===== config.mk =====
export PLATFORM = sky130hd
export DESIGN_NAME = spi_flash_frontend
export DESIGN_NICKNAME = d
export VERILOG_FILES = /design/src/rtl/sfe_pkg.sv /design/src/rtl/sfe_pin_sync.sv /design/src/rtl/sfe_rx_shift.sv /design/src/rtl/sfe_tx_shift.sv /design/src/rtl/sfe_cmd_ctrl.sv /design/src/rtl/spi_flash_frontend.sv
export SDC_FILE = /design/constraint.sdc
export NUM_CORES = 1
export LEC_CHECK = 0
export BUFFER_PORTS_ARGS = -buffer_cell sky130_fd_sc_hd__buf_2
export CAP_MARGIN = 40
export CORE_MARGIN = 2
export CORE_UTILIZATION = 30
export DETAILED_ROUTE_END_ITERATION = 16
export MAX_ROUTING_LAYER = met4
export PLACE_DENSITY = 0.44
export SLEW_MARGIN = 20
export SYNTH_ARGS = -nofsm -noshare
export SYNTH_HDL_FRONTEND = slang
export SYNTH_SLANG_ARGS = --single-unit

===== constraint.sdc =====
create_clock -name clk -period 3.3 [get_ports clk]
set_input_delay 0.165 -clock clk [delete_from_list [all_inputs] [get_ports clk]]
set_output_delay 0.165 -clock clk [all_outputs]
set_load 0.005 [all_outputs]

===== src/rtl/sfe_pkg.sv =====
package sfe_pkg;

   typedef enum logic [3:0] {
      C_NONE, C_WREN, C_WRDI, C_RDSR, C_READ, C_FREAD,
      C_PW, C_PP, C_PE, C_SE, C_DP, C_RDP
   } cmd_e;

   typedef enum logic [2:0] {
      PH_OPC, PH_ADDR, PH_DUMMY, PH_DIN, PH_DOUT, PH_SKIP
   } phase_e;

   typedef enum logic [1:0] {
      PM_STANDBY = 2'd0,
      PM_ACTIVE  = 2'd1,
      PM_DEEP    = 2'd2
   } pmode_e;

   localparam logic [2:0] EX_WREN = 3'd1;
   localparam logic [2:0] EX_WRDI = 3'd2;
   localparam logic [2:0] EX_PW   = 3'd3;
   localparam logic [2:0] EX_PP   = 3'd4;
   localparam logic [2:0] EX_PE   = 3'd5;
   localparam logic [2:0] EX_SE   = 3'd6;

endpackage


===== src/rtl/sfe_pin_sync.sv =====
module sfe_pin_sync #(
   parameter int          W       = 3,
   parameter int          STAGES  = 2,
   parameter logic [W-1:0] RST_VAL = '0
) (
   input  logic         clk,
   input  logic         rst_n,
   input  logic [W-1:0] d,
   output logic [W-1:0] q
);
   generate
      if (STAGES < 2) begin : g_bad
         $error("sfe_pin_sync: STAGES must be at least 2");
      end
   endgenerate

   logic [W-1:0] chain [STAGES];

   generate
      for (genvar s = 0; s < STAGES; s++) begin : g_stage
         always_ff @(posedge clk or negedge rst_n) begin
            if (!rst_n) chain[s] <= RST_VAL;
            else if (s == 0) chain[s] <= d;
            else chain[s] <= chain[(s == 0) ? 0 : s-1];
         end
      end
   endgenerate

   assign q = chain[STAGES-1];
endmodule


===== src/rtl/sfe_rx_shift.sv =====
module sfe_rx_shift (
   input  logic       clk,
   input  logic       rst_n,
   input  logic       sel,
   input  logic       sck_rise,
   input  logic       mosi,
   output logic       byte_stb_o,
   output logic [7:0] byte_o,
   output logic       aligned_o
);
   logic [2:0] bit_cnt;
   logic [6:0] sh;

   always_ff @(posedge clk or negedge rst_n) begin
      if (!rst_n) begin
         bit_cnt    <= '0;
         sh         <= '0;
         byte_stb_o <= 1'b0;
         byte_o     <= '0;
      end else begin
         byte_stb_o <= 1'b0;
         if (!sel) begin
            bit_cnt <= '0;
         end else if (sck_rise) begin
            sh      <= {sh[5:0], mosi};
            bit_cnt <= bit_cnt + 3'd1;
            if (bit_cnt == 3'd7) begin
               byte_stb_o <= 1'b1;
               byte_o     <= {sh, mosi};
            end
         end
      end
   end

   assign aligned_o = (bit_cnt == 3'd0);
endmodule


===== src/rtl/sfe_tx_shift.sv =====
module sfe_tx_shift (
   input  logic       clk,
   input  logic       rst_n,
   input  logic       sel,
   input  logic       sck_fall,
   input  logic       active,
   input  logic [7:0] next_byte_i,
   output logic       take_o,
   output logic       miso_o,
   output logic       oe_o
);
   logic [2:0] cnt;
   logic [7:0] sh;

   always_ff @(posedge clk or negedge rst_n) begin
      if (!rst_n) begin
         cnt    <= '0;
         sh     <= '0;
         take_o <= 1'b0;
         oe_o   <= 1'b0;
      end else begin
         take_o <= 1'b0;
         if (!sel) begin
            cnt  <= '0;
            oe_o <= 1'b0;
         end else if (sck_fall && active) begin
            cnt <= cnt + 3'd1;
            if (cnt == 3'd0) begin
               sh     <= next_byte_i;
               take_o <= 1'b1;
               oe_o   <= 1'b1;
            end else begin
               sh <= {sh[6:0], 1'b0};
            end
         end
      end
   end

   assign miso_o = sh[7];
endmodule


===== src/rtl/sfe_cmd_ctrl.sv =====
module sfe_cmd_ctrl
   import sfe_pkg::*;
#(
   parameter int         ADDR_W      = 24,
   parameter int         PAGE_W      = 8,
   parameter int         DUMMY_BYTES = 1,
   parameter logic [7:0] OP_WREN     = 8'h06,
   parameter logic [7:0] OP_WRDI     = 8'h04,
   parameter logic [7:0] OP_RDSR     = 8'h05,
   parameter logic [7:0] OP_READ     = 8'h03,
   parameter logic [7:0] OP_FREAD    = 8'h0B,
   parameter logic [7:0] OP_PW       = 8'h0A,
   parameter logic [7:0] OP_PP       = 8'h02,
   parameter logic [7:0] OP_PE       = 8'hDB,
   parameter logic [7:0] OP_SE       = 8'hD8,
   parameter logic [7:0] OP_DP       = 8'hB9,
   parameter logic [7:0] OP_RDP      = 8'hAB
) (
   input  logic              clk,
   input  logic              rst_n,
   input  logic              sel,
   input  logic              cs_fall,
   input  logic              cs_rise,
   input  logic              byte_stb,
   input  logic [7:0]        byte_in,
   input  logic              aligned,
   input  logic              take,
   input  logic [7:0]        status_i,
   input  logic              busy_i,
   input  logic              rd_gnt_i,
   input  logic [7:0]        rd_data_i,
   output logic              out_active,
   output logic [7:0]        next_byte,
   output logic              rd_req_o,
   output logic [ADDR_W-1:0] rd_addr_o,
   output logic              wr_stb_o,
   output logic [ADDR_W-1:0] wr_addr_o,
   output logic [7:0]        wr_data_o,
   output logic              exec_stb_o,
   output logic [2:0]        exec_cmd_o,
   output logic [ADDR_W-1:0] exec_addr_o,
   output logic [1:0]        pwr_mode_o
);
   localparam int ABYTES = ADDR_W / 8;
   localparam int ACNT_W = $clog2(ABYTES + 1);
   localparam int DCNT_W = (DUMMY_BYTES > 1) ? $clog2(DUMMY_BYTES) : 1;
   localparam logic [ACNT_W-1:0] ALAST = ACNT_W'(ABYTES - 1);
   localparam logic [DCNT_W-1:0] DLAST = DCNT_W'((DUMMY_BYTES > 0) ? DUMMY_BYTES - 1 : 0);

   logic              armed, dpd, ready, buf_v, req_pend;
   phase_e            phase;
   cmd_e              cmd, dec;
   pmode_e            pmode;
   logic [ACNT_W-1:0] acnt;
   logic [DCNT_W-1:0] dcnt;
   logic [ADDR_W-1:0] addr, addr_next;
   logic [PAGE_W-1:0] col;
   logic [7:0]        rbuf;
   logic              is_read;

   // opcode decode; in deep power-down only release is recognised
   always_comb begin
      dec = C_NONE;
      if (byte_in == OP_RDP)                    dec = C_RDP;
      else if (dpd)                             dec = C_NONE;
      else if (byte_in == OP_WREN)              dec = C_WREN;
      else if (byte_in == OP_WRDI)              dec = C_WRDI;
      else if (byte_in == OP_RDSR)              dec = C_RDSR;
      else if (byte_in == OP_READ)              dec = C_READ;
      else if (byte_in == OP_FREAD)             dec = C_FREAD;
      else if (byte_in == OP_PW)                dec = C_PW;
      else if (byte_in == OP_PP)                dec = C_PP;
      else if (byte_in == OP_PE)                dec = C_PE;
      else if (byte_in == OP_SE)                dec = C_SE;
      else if (byte_in == OP_DP)                dec = C_DP;
   end

   assign addr_next = {addr[ADDR_W-9:0], byte_in};
   assign is_read   = (cmd == C_READ) || (cmd == C_FREAD);

   function automatic logic [2:0] exec_code(cmd_e c);
      case (c)
         C_WREN:  return EX_WREN;
         C_WRDI:  return EX_WRDI;
         C_PW:    return EX_PW;
         C_PP:    return EX_PP;
         C_PE:    return EX_PE;
         C_SE:    return EX_SE;
         default: return 3'd0;
      endcase
   endfunction

   always_ff @(posedge clk or negedge rst_n) begin
      if (!rst_n) begin
         armed       <= 1'b0;
         dpd         <= 1'b0;
         ready       <= 1'b0;
         buf_v       <= 1'b0;
         req_pend    <= 1'b0;
         phase       <= PH_OPC;
         cmd         <= C_NONE;
         acnt        <= '0;
         dcnt        <= '0;
         addr        <= '0;
         col         <= '0;
         rbuf        <= '0;
         rd_req_o    <= 1'b0;
         wr_stb_o    <= 1'b0;
         wr_addr_o   <= '0;
         wr_data_o   <= '0;
         exec_stb_o  <= 1'b0;
         exec_cmd_o  <= '0;
         exec_addr_o <= '0;
      end else begin
         rd_req_o   <= 1'b0;
         wr_stb_o   <= 1'b0;
         exec_stb_o <= 1'b0;

         if (cs_fall) armed <= 1'b1;

         if (!sel) begin
            phase    <= PH_OPC;
            acnt     <= '0;
            dcnt     <= '0;
            ready    <= 1'b0;
            buf_v    <= 1'b0;
            req_pend <= 1'b0;
         end

         // acceptance at deselect: whole bytes and a complete frame
         if (cs_rise && armed && aligned && ready) begin
            case (cmd)
               C_DP:  dpd <= 1'b1;
               C_RDP: dpd <= 1'b0;
               C_WREN, C_WRDI, C_PW, C_PP, C_PE, C_SE: begin
                  exec_stb_o  <= 1'b1;
                  exec_cmd_o  <= exec_code(cmd);
                  exec_addr_o <= addr;
               end
               default: ;
            endcase
         end

         if (sel && byte_stb) begin
            case (phase)
               PH_OPC: begin
                  cmd <= dec;
                  if (!armed) phase <= PH_SKIP;
                  else begin
                     case (dec)
                        C_WREN, C_WRDI, C_DP, C_RDP: begin
                           ready <= 1'b1;
                           phase <= PH_SKIP;
                        end
                        C_RDSR: phase <= PH_DOUT;
                        C_READ, C_FREAD, C_PW, C_PP, C_PE, C_SE: phase <= PH_ADDR;
                        default: phase <= PH_SKIP;
                     endcase
                  end
               end
               PH_ADDR: begin
                  addr <= addr_next;
                  acnt <= acnt + 1'b1;
                  if (acnt == ALAST) begin
                     col <= addr_next[PAGE_W-1:0];
                     case (cmd)
                        C_READ:  phase <= PH_DOUT;
                        C_FREAD: phase <= (DUMMY_BYTES > 0) ? PH_DUMMY : PH_DOUT;
                        C_PW, C_PP: phase <= PH_DIN;
                        default: begin
                           ready <= 1'b1;
                           phase <= PH_SKIP;
                        end
                     endcase
                  end
               end
               PH_DUMMY: begin
                  dcnt <= dcnt + 1'b1;
                  if (dcnt == DLAST) phase <= PH_DOUT;
               end
               PH_DIN: begin
                  wr_stb_o  <= 1'b1;
                  wr_addr_o <= {addr[ADDR_W-1:PAGE_W], col};
                  wr_data_o <= byte_in;
                  col       <= col + 1'b1;
                  ready     <= 1'b1;
               end
               default: ;
            endcase
         end

         // array read prefetch: one byte held ahead of the shifter
         if (sel && phase == PH_DOUT && is_read) begin
            if (take) buf_v <= 1'b0;
            if (!buf_v && !req_pend && !take) begin
               rd_req_o <= 1'b1;
               req_pend <= 1'b1;
            end
            if (req_pend && rd_gnt_i) begin
               rbuf     <= rd_data_i;
               buf_v    <= 1'b1;
               req_pend <= 1'b0;
               addr     <= addr + 1'b1;
            end
         end
      end
   end

   always_ff @(posedge clk or negedge rst_n) begin
      if (!rst_n) pmode <= PM_STANDBY;
      else if (dpd) pmode <= PM_DEEP;
      else if (sel || busy_i) pmode <= PM_ACTIVE;
      else pmode <= PM_STANDBY;
   end

   assign pwr_mode_o = pmode;
   assign out_active = (phase == PH_DOUT);
   assign next_byte  = (cmd == C_RDSR) ? status_i : rbuf;
   assign rd_addr_o  = addr;
endmodule


===== src/rtl/spi_flash_frontend.sv =====
module spi_flash_frontend #(
   parameter int         ADDR_W      = 24,
   parameter int         PAGE_W      = 8,
   parameter int         SYNC_STAGES = 2,
   parameter int         DUMMY_BYTES = 1,
   parameter logic [7:0] OP_WREN     = 8'h06,
   parameter logic [7:0] OP_WRDI     = 8'h04,
   parameter logic [7:0] OP_RDSR     = 8'h05,
   parameter logic [7:0] OP_READ     = 8'h03,
   parameter logic [7:0] OP_FREAD    = 8'h0B,
   parameter logic [7:0] OP_PW       = 8'h0A,
   parameter logic [7:0] OP_PP       = 8'h02,
   parameter logic [7:0] OP_PE       = 8'hDB,
   parameter logic [7:0] OP_SE       = 8'hD8,
   parameter logic [7:0] OP_DP       = 8'hB9,
   parameter logic [7:0] OP_RDP      = 8'hAB
) (
   input  logic              clk,
   input  logic              rst_n,
   input  logic              spi_cs_n,
   input  logic              spi_sck,
   input  logic              spi_mosi,
   output logic              spi_miso,
   output logic              spi_miso_oe,
   input  logic [7:0]        status_i,
   input  logic              busy_i,
   output logic              rd_req_o,
   output logic [ADDR_W-1:0] rd_addr_o,
   input  logic              rd_gnt_i,
   input  logic [7:0]        rd_data_i,
   output logic              wr_stb_o,
   output logic [ADDR_W-1:0] wr_addr_o,
   output logic [7:0]        wr_data_o,
   output logic              exec_stb_o,
   output logic [2:0]        exec_cmd_o,
   output logic [ADDR_W-1:0] exec_addr_o,
   output logic [1:0]        pwr_mode_o
);
   generate
      if (ADDR_W % 8 != 0 || ADDR_W < 16) begin : g_bad_aw
         $error("spi_flash_frontend: ADDR_W must be a multiple of 8, at least 16");
      end
      if (PAGE_W < 1 || PAGE_W >= ADDR_W) begin : g_bad_pw
         $error("spi_flash_frontend: PAGE_W must lie in 1..ADDR_W-1");
      end
      if (DUMMY_BYTES < 0) begin : g_bad_dummy
         $error("spi_flash_frontend: DUMMY_BYTES must not be negative");
      end
   endgenerate

   // pins synchronised with chip select reset to 0 so that a select
   // held since reset never produces a falling edge
   logic [2:0] pins_s;
   logic       cs_n_q, sck_q;

   sfe_pin_sync #(.W(3), .STAGES(SYNC_STAGES), .RST_VAL(3'b000)) u_sync (
      .clk   (clk),
      .rst_n (rst_n),
      .d     ({spi_cs_n, spi_sck, spi_mosi}),
      .q     (pins_s)
   );

   always_ff @(posedge clk or negedge rst_n) begin
      if (!rst_n) begin
         cs_n_q <= 1'b0;
         sck_q  <= 1'b0;
      end else begin
         cs_n_q <= pins_s[2];
         sck_q  <= pins_s[1];
      end
   end

   logic sel, cs_fall, cs_rise, sck_rise, sck_fall;
   assign sel      = !pins_s[2];
   assign cs_fall  = !pins_s[2] &&  cs_n_q;
   assign cs_rise  =  pins_s[2] && !cs_n_q;
   assign sck_rise =  pins_s[1] && !sck_q;
   assign sck_fall = !pins_s[1] &&  sck_q;

   logic       byte_stb, aligned, take, out_active;
   logic [7:0] byte_rx, next_byte;

   sfe_rx_shift u_rx (
      .clk        (clk),
      .rst_n      (rst_n),
      .sel        (sel),
      .sck_rise   (sck_rise),
      .mosi       (pins_s[0]),
      .byte_stb_o (byte_stb),
      .byte_o     (byte_rx),
      .aligned_o  (aligned)
   );

   sfe_tx_shift u_tx (
      .clk         (clk),
      .rst_n       (rst_n),
      .sel         (sel),
      .sck_fall    (sck_fall),
      .active      (out_active),
      .next_byte_i (next_byte),
      .take_o      (take),
      .miso_o      (spi_miso),
      .oe_o        (spi_miso_oe)
   );

   sfe_cmd_ctrl #(
      .ADDR_W(ADDR_W), .PAGE_W(PAGE_W), .DUMMY_BYTES(DUMMY_BYTES),
      .OP_WREN(OP_WREN), .OP_WRDI(OP_WRDI), .OP_RDSR(OP_RDSR),
      .OP_READ(OP_READ), .OP_FREAD(OP_FREAD), .OP_PW(OP_PW), .OP_PP(OP_PP),
      .OP_PE(OP_PE), .OP_SE(OP_SE), .OP_DP(OP_DP), .OP_RDP(OP_RDP)
   ) u_ctrl (
      .clk         (clk),
      .rst_n       (rst_n),
      .sel         (sel),
      .cs_fall     (cs_fall),
      .cs_rise     (cs_rise),
      .byte_stb    (byte_stb),
      .byte_in     (byte_rx),
      .aligned     (aligned),
      .take        (take),
      .status_i    (status_i),
      .busy_i      (busy_i),
      .rd_gnt_i    (rd_gnt_i),
      .rd_data_i   (rd_data_i),
      .out_active  (out_active),
      .next_byte   (next_byte),
      .rd_req_o    (rd_req_o),
      .rd_addr_o   (rd_addr_o),
      .wr_stb_o    (wr_stb_o),
      .wr_addr_o   (wr_addr_o),
      .wr_data_o   (wr_data_o),
      .exec_stb_o  (exec_stb_o),
      .exec_cmd_o  (exec_cmd_o),
      .exec_addr_o (exec_addr_o),
      .pwr_mode_o  (pwr_mode_o)
   );
endmodule


==> results.py, run 1 <==
metrics = {
    "status": {
        "status": "finished clean",
    },
    "synth": {
        "synthTopCellsByCount": "dfrtp_1, mux2_2, nand2_1",
        "netlist_instances": 675,
        "syn_area_per_cell_um2": 10.89,
        "yosys.area.top_type_share": 0.5415,
        "synth_flop_cell": "dfrtp_1",
        "synth.area.top_cells": "dfrtp_1, mux2_2, nand2_1, a21oi_1, nor2_1",
        "synth_cell_types": 73,
        "yosysSeqAreaShare": 0.5415,
        "yosysTopAreaCell": "dfrtp_1",
        "async_reset_ff_frac": 1.000,
        "yosys_warnings": 0,
        "synth-edff-count": 0,
        "postSynthRegisterBits": 159,
        "syn-cell-area_um2": 7348,
        "synth_nets": 706,
        "synth_most_common_cell": "dfrtp_1",
    },
    "flow_run": {
        "maxCapViolations": 0,
    },
    "worst_setup_path": {
        "path_class": "reg2reg",
        "cp_slowest_cell": "or4b_4",
        "crit_arrival_ns": 2.80,
        "critical_path.endpoint_type": "flip-flop",
        "r2r-end": "u_ctrl.rd_addr_o[18]",
        "critPathMaxFanout": 16,
        "slowest_delay_ns": 0.63,
        "rr_worst_depth": 5,
        "r2r_slack_ns": 0.81,
        "r2r-start": "u_ctrl.cmd[1]",
        "required_ns": 3.61,
        "crit_path_start_kind": "flip-flop",
        "worstPathCellList": "or4b_4 > nor3_4 > buf_4 > nand2_1 > o221a_2",
    },
    "route": {
        "wire_per_inst_um": 16.77,
        "wl_met1_mm": 8.842,
        "vias": 5700,
        "drtAntennaViolNets": 0,
        "wl_mm": 18.89,
        "avgViaCountPerCell": 5.062,
        "top_layer": "met4",
        "wl_met3_um": 808,
        "drc": 0,
        "drt_iter0_drc": 396,
        "firstDrtPassIters": 5,
        "wl_met2_mm": 9.078,
    },
    "timing": {
        "hold_viol": 0,
        "worst_slew_pin_slew_ns": 0.6554,
        "rsz0062_at_grt": "false",
        "setup_viol": 0,
        "finalCritPeriodShare": 0.7559,
        "max_slew_margin": 0.5595,
        "skew_ns": 0.008741,
        "drv_slew": 0,
        "min_period_ns": 2.495,
        "timing.fmax_mhz": 400.9,
        "finalSetupTns_ns": 0,
    },
    "clocking": {
        "htree_num_levels": 4,
        "path_clk_slew_ns": 0.06,
        "cts_resized": 0,
        "clock_sinks": 159,
        "cts-root-buf": "clkbuf_16",
        "cts_buffer_depth": 2,
        "clock_latency_ns": 0.43,
        "cts_tree": "built",
        "postCtsSetupBuffers": 0,
        "cts_made_buffers": 17,
    },
    "power": {
        "p_per_area_nw_per_um2": 469.4,
        "p_comb_frac": 0.028,
        "totalPowerFinal_w": 0.004231,
        "seqPwrFrac": 0.477,
        "clockPowerShare": 0.495,
        "switching_share": 0.2139,
        "p_int_w": 0.003326,
        "p_sw_w": 0.0009048,
        "p_leak_nw": 4.245,
        "ir_drop_mv": 0.2966,
    },
    "min_path": {
        "holdCritStartpoint": "status_i[0]",
        "worstHoldEndpoint": "u_tx.sh[0]",
        "hold_depth": 4,
        "hold_path_class": "in2reg",
    },
    "finish": {
        "drive_gt1_frac": 0.2993,
        "fin_area_um2": 9012,
        "nets": 822,
        "diodes": 0,
        "areaGrowthSynthToFinish_pct": 22.65,
        "utilization": 0.3728,
    },
    "floorplan": {
        "io_pins": 113,
        "core_um2": 24180,
        "initial_core_util": 0.3039,
        "die_h_um": 160.5,
        "die_width_um": 160.5,
        "rows": 57,
        "fp.dieArea_um2": 25760,
    },
    "global_route": {
        "grt_remaining_overflow": 0,
        "grt_pass1_wl_mm": 30.86,
        "antenna_found_initial": 0,
        "grt_pass1_vias": 5662,
        "grt_use_total": 0.1552,
        "grt_max_degree": 104,
    },
    "placement": {
        "place.detailed.hpwl_mm": 12.89,
        "gp_congestion": 0.8428,
        "port_buffers": 112,
        "dpl-instance-area_um2": 8273,
    },
}
-- per-layer routing --
metal / vias up / GRT usage
li1: 2671 / -
met1: 2886 / 0.2030
met2: 132 / 0.2445
met3: 11 / 0.03254
met4: 0 / 0.04464
met5: - / -
-- power by group through the flow --
stage                     Clock (W)  Sequential [W]  Combinational [W]
after CTS                   0.00215         0.00202           0.000125
after floorplan                   0         0.00205          0.0000457
after global routing        0.00224         0.00202           0.000137
after detailed placement          0         0.00206           0.000113
final                       0.00209         0.00202           0.000119
after global placement            0         0.00205           0.000110
-- worst max path at each step --
stage / slack (ns) / depth (start not counted) / endpoint / startpoint
global placement: 0.86 / 6 / u_ctrl.rd_addr_o[3] / u_ctrl.cmd[1]
finish: 0.81 / 5 / u_ctrl.rd_addr_o[18] / u_ctrl.cmd[1]
detailed placement: 0.82 / 5 / u_ctrl.rd_addr_o[18] / u_ctrl.cmd[1]
floorplan: 1.16 / 6 / u_ctrl.phase[0] / u_rx.byte_o[5]
global route: 0.67 / 5 / u_ctrl.rd_addr_o[18] / u_ctrl.cmd[1]
CTS: 0.81 / 5 / u_ctrl.rd_addr_o[18] / u_ctrl.cmd[1]
-- registers in the layout, summed over array words and instances, names as in the netlist, 2 cells and up --
register and count:
u_ctrl.col 8, u_rx.bit_cnt 3, u_ctrl.pwr_mode_o 2, u_ctrl.rd_addr_o 24
u_ctrl.acnt 2, u_tx.cnt 3, u_ctrl.rbuf 8, u_sync.q 3
u_ctrl.phase 3, u_ctrl.cmd 4, u_rx.byte_o 8, u_ctrl.exec_addr_o 24
u_ctrl.wr_addr_o 24, u_rx.sh 7, u_ctrl.exec_cmd_o 3, u_sync.chain 3
u_tx.sh 8, u_ctrl.wr_data_o 8
-- kinds of logic after synthesis --
group / after synthesis / synth area share
xor+xnor: 4 / 0.004768
flops: 159 / 0.5415
fa+ha+maj: 8 / 0.01362
mux: 81 / 0.1221
buf+inv: 62 / 0.03507
simple gates: 221 / 0.1553
compound gates: 140 / 0.1277
-- layout by cell type, fill, tap and decap left out, types with 12 or more instances in the layout --
cell type / count
inv_1: 19
dlygate4sd3_1: 13
clkbuf_16: 17
nand2b_1: 12
nor2_1: 53
buf_4: 14
buf_2: 111
o21ai_0: 22
nand2_1: 64
dfrtp_1: 159
mux2_2: 69
nand3_1: 20
a21oi_1: 41
mux2i_1: 12
-- layout make-up --
class	instances	area [um2]
Fill cell	2415	15160
Clock buffer	20	446.7
Clock inverter	10	162.7
Tap cell	324	405.4
Inverter	19	71.32
Sequential cell	159	3979
Multi-Input combinational cell	454	3126
Timing Repair Buffer	140	822.0
-- through the flow --
| stage | setup WS, ns | instances | hold slack, ns |
|---|---|---|---|
| 2_1_floorplan | 1.158 | 675 | -0.1306 |
| 3_3_place_gp | 0.8637 | 1080 | 0.1528 |
| 3_5_place_dp | 0.8227 | 1083 | 0.1623 |
| 4_1_cts | 0.8115 | 1126 | 0.1065 |
| 5_1_grt | 0.6716 | 1126 | 0.1185 |
| 6_report | 0.8055 | 1126 | 0.1167 |
-- worst max-delay path, delay by kind of cell (launching register included) --
| family | cells | cell delay (ns) |
|---|---|---|
| DFF | 1 | 0.54 |
| buffers and inverters | 1 | 0.29 |
| AOI/OAI and AO/OA | 1 | 0.27 |
| and+or+nand+nor | 3 | 1.28 |
-- timing repair --
item                       in CTS  in global routing
hold endpoints to repair       68                  0
setup endpoints to repair       0                  0
hold buffers                   13                  0
Note: power is estimated with default switching activity, not from simulation.
==> inputs of run 2 (changes only) <==
- ABC_AREA: default -> 1
- PLACE_DENSITY: 0.44 -> 0.43
- clock period: 3.3 -> 2.55 ns (I/O delays scaled with it)
==> run 2 against run 1 <==
Hold slack worse by 0.11 ns; flip-flop and latch count unchanged; highest routed layer unchanged; register-to-register slack got worse by 0.30 ns.
==> results.py, run 2 <==
metrics = {
    "synth": {
        "postSynthRegisterBits": 159,
        "synth_nets": 923,
        "syn_area_per_cell_um2": 8.426,
        "netlist_instances": 892,
        "yosys.area.top_type_share": 0.5294,
        "synthTopCellsByCount": "nand2_1, dfrtp_1, o21ai_0",
        "yosys_warnings": 0,
        "synth-edff-count": 0,
        "synth.area.top_cells": "dfrtp_1, nand2_1, o21ai_0, inv_1, nor2_1",
        "syn-cell-area_um2": 7516,
        "yosysSeqAreaShare": 0.5294,
        "yosysTopAreaCell": "dfrtp_1",
        "synth_flop_cell": "dfrtp_1",
        "synth_cell_types": 41,
        "synth_most_common_cell": "nand2_1",
        "async_reset_ff_frac": 1.000,
    },
    "floorplan": {
        "fp.dieArea_um2": 26330,
        "initial_core_util": 0.3072,
        "io_pins": 113,
        "rows": 57,
        "core_um2": 24460,
        "die_h_um": 162.3,
        "die_width_um": 162.3,
    },
    "worst_setup_path": {
        "cp_slowest_cell": "dfrtp_1",
        "critical_path.endpoint_type": "flip-flop",
        "cp.depth": 9,
        "cp-startpoint": "u_ctrl.rd_addr_o[1]",
        "slowest_delay_ns": 0.54,
        "r2r-start": "u_ctrl.rd_addr_o[1]",
        "required_ns": 2.87,
        "rr_worst_depth": 9,
        "crit_family": "simple AND/OR/NAND/NOR gates",
        "critPathMaxFanout": 6,
        "crit_arrival_ns": 2.36,
        "cp_num_buf_inv": 0,
        "crit_path_start_kind": "flip-flop",
        "path_class": "reg2reg",
        "worstPathCellList": "ha_1 > nand3_2 > nor2_2 > nand4_2 > nor3_4 > nand3_1 > xor2_1 > nand2_1 > o21ai_1",
    },
    "clocking": {
        "cts_resized": 0,
        "htree_num_levels": 4,
        "postCtsSetupBuffers": 0,
        "path_clk_slew_ns": 0.07,
        "cts_tree": "built",
        "clock_latency_ns": 0.43,
        "cts_buffer_depth": 2,
        "cts_made_buffers": 17,
        "clock_sinks": 159,
        "cts-root-buf": "clkbuf_16",
    },
    "timing": {
        "drv_slew": 0,
        "finalCritPeriodShare": 0.8018,
        "rsz0062_at_grt": "false",
        "max_slew_margin": 0.6463,
        "skew_ns": 0.01221,
        "hold_viol": 0,
        "setup_viol": 0,
        "timing.fmax_mhz": 489.1,
        "finalSetupTns_ns": 0,
        "worst_slew_pin_slew_ns": 0.5298,
        "min_period_ns": 2.044,
    },
    "flow_run": {
        "maxCapViolations": 0,
    },
    "finish": {
        "areaGrowthSynthToFinish_pct": 21.79,
        "mostFrequentLayoutCells": "nand2_1, dfrtp_1, buf_2, o21ai_0, inv_1",
        "fin_cells": 1354,
        "diodes": 0,
        "nFillCells": 2556,
        "nets": 1048,
        "final_common_cell": "nand2_1",
        "drive_gt1_frac": 0.1874,
    },
    "route": {
        "drtAntennaViolNets": 0,
        "firstDrtPassIters": 5,
        "vias": 6150,
        "wl_mm": 19.76,
        "avgViaCountPerCell": 4.542,
        "drc": 0,
        "wire_per_inst_um": 14.59,
        "drt_iter0_drc": 401,
    },
    "placement": {
        "port_buffers": 112,
        "placed_cells": 1307,
        "place.detailed.hpwl_mm": 14.30,
        "gp_congestion": 0.8148,
    },
    "min_path": {
        "hold_path_class": "in2reg",
        "holdCritStartpoint": "status_i[3]",
        "hold_depth": 3,
    },
    "power": {
        "p_per_area_nw_per_um2": 570.6,
        "p_leak_nw": 4.482,
        "ir_drop_mv": 0.3050,
    },
    "global_route": {
        "grt_max_degree": 66,
        "grt_use_total": 0.1623,
        "antenna_found_initial": 0,
        "grt_pass1_wl_mm": 32.71,
        "grt_remaining_overflow": 0,
        "grt_pass1_vias": 6110,
    },
    "status": {
        "status": "finished clean",
    },
}
## run 2: cell count changes in the layout (fill, tap and decap cells not counted), moves of 12 or more
cell	change
o21ai_1	+45
mux2_2	-69
xor2_1	+19
inv_1	+74
nor2_1	+21
o21ai_0	+85
nand2_1	+143
inv_2	+12
nand2b_1	-12
## run 2: worst min-delay path: stages
cell and delay [ns]:
buf_2 0.08, o21ai_0 0.07, a21oi_1 0.12
## run 2: power breakdown
group	total (W)	switching, W	internal [W]	leakage, nW
Clock	0.00243	0.00115	0.00128	0.268
Combinational	0.000187	0.000117	0.0000699	2.12
Sequential	0.00260	0.0000330	0.00257	2.10
Total	0.00522	0.00130	0.00392	4.48
## run 2: layout make-up
cell class,instances,area [um2],share of cell area
Clock inverter,15,130.1,0.01422
Timing Repair Buffer,138,837.1,0.09144
Tap cell,324,405.4,0.04429
Inverter,107,406.6,0.04442
Sequential cell,159,3979,0.4347
Multi-Input combinational cell,594,2970,0.3245
Clock buffer,17,425.4,0.04647
## run 2: kinds of logic after synthesis
logic type                 synth area share
AOI/OAI and AO/OA                    0.1513
xor gates and xnor gates            0.02564
adders and majority gates           0.01332
buffers and inverters               0.07541
DFF                                  0.5294
muxes                              0.001332
and+or+nand+nor                      0.2036
## run 2: path summary, 6_finish.rpt
kind,to,slack (ns)
hold reg to reg,u_sync.q[2],0.35
setup / recovery,u_ctrl.rd_addr_o[22],0.51
setup reg to reg,u_ctrl.rd_addr_o[22],0.51
min in group asynchronous,u_ctrl.wr_addr_o[6],0.21
hold / removal,u_tx.sh[3],0.007
max in group asynchronous,u_tx.sh[2],1.61
## run 2: per-layer routing
| metal | vias to the layer above | global-route usage | part of all wire |
|---|---|---|---|
| met5 | - | - | 0 |
| met4 | 0 | 0.03379 | 0.0039 |
| met3 | 4 | 0.03652 | 0.042 |
| met2 | 112 | 0.2534 | 0.46 |
| met1 | 2880 | 0.2177 | 0.49 |
| li1 | 3154 | - | - |
## run 2: repair_timing
item                       in CTS  in global routing
setup endpoints to repair       0                  0
hold buffers                   15                  0
hold endpoints to repair       62                  0
## run 2: metrics by stage
| stage | setup WS (ns) | hold WS (ns) | util | total power (W) | instance area, um2 |
|---|---|---|---|---|---|
| floorplan | 0.8553 | -0.1681 | - | 0.002712 | 7516 |
| global placement | 0.4478 | 0.1192 | 0.3454 | 0.002826 | 8448 |
| detailed placement | 0.4601 | 0.1106 | 0.3454 | 0.002826 | 8448 |
| CTS | 0.4495 | 0.0001398 | 0.3742 | 0.005322 | 9154 |
| global route | 0.3297 | 0.01590 | 0.3742 | 0.005460 | 9154 |
| finish | 0.5055 | 0.006791 | 0.3742 | 0.005223 | 9154 |
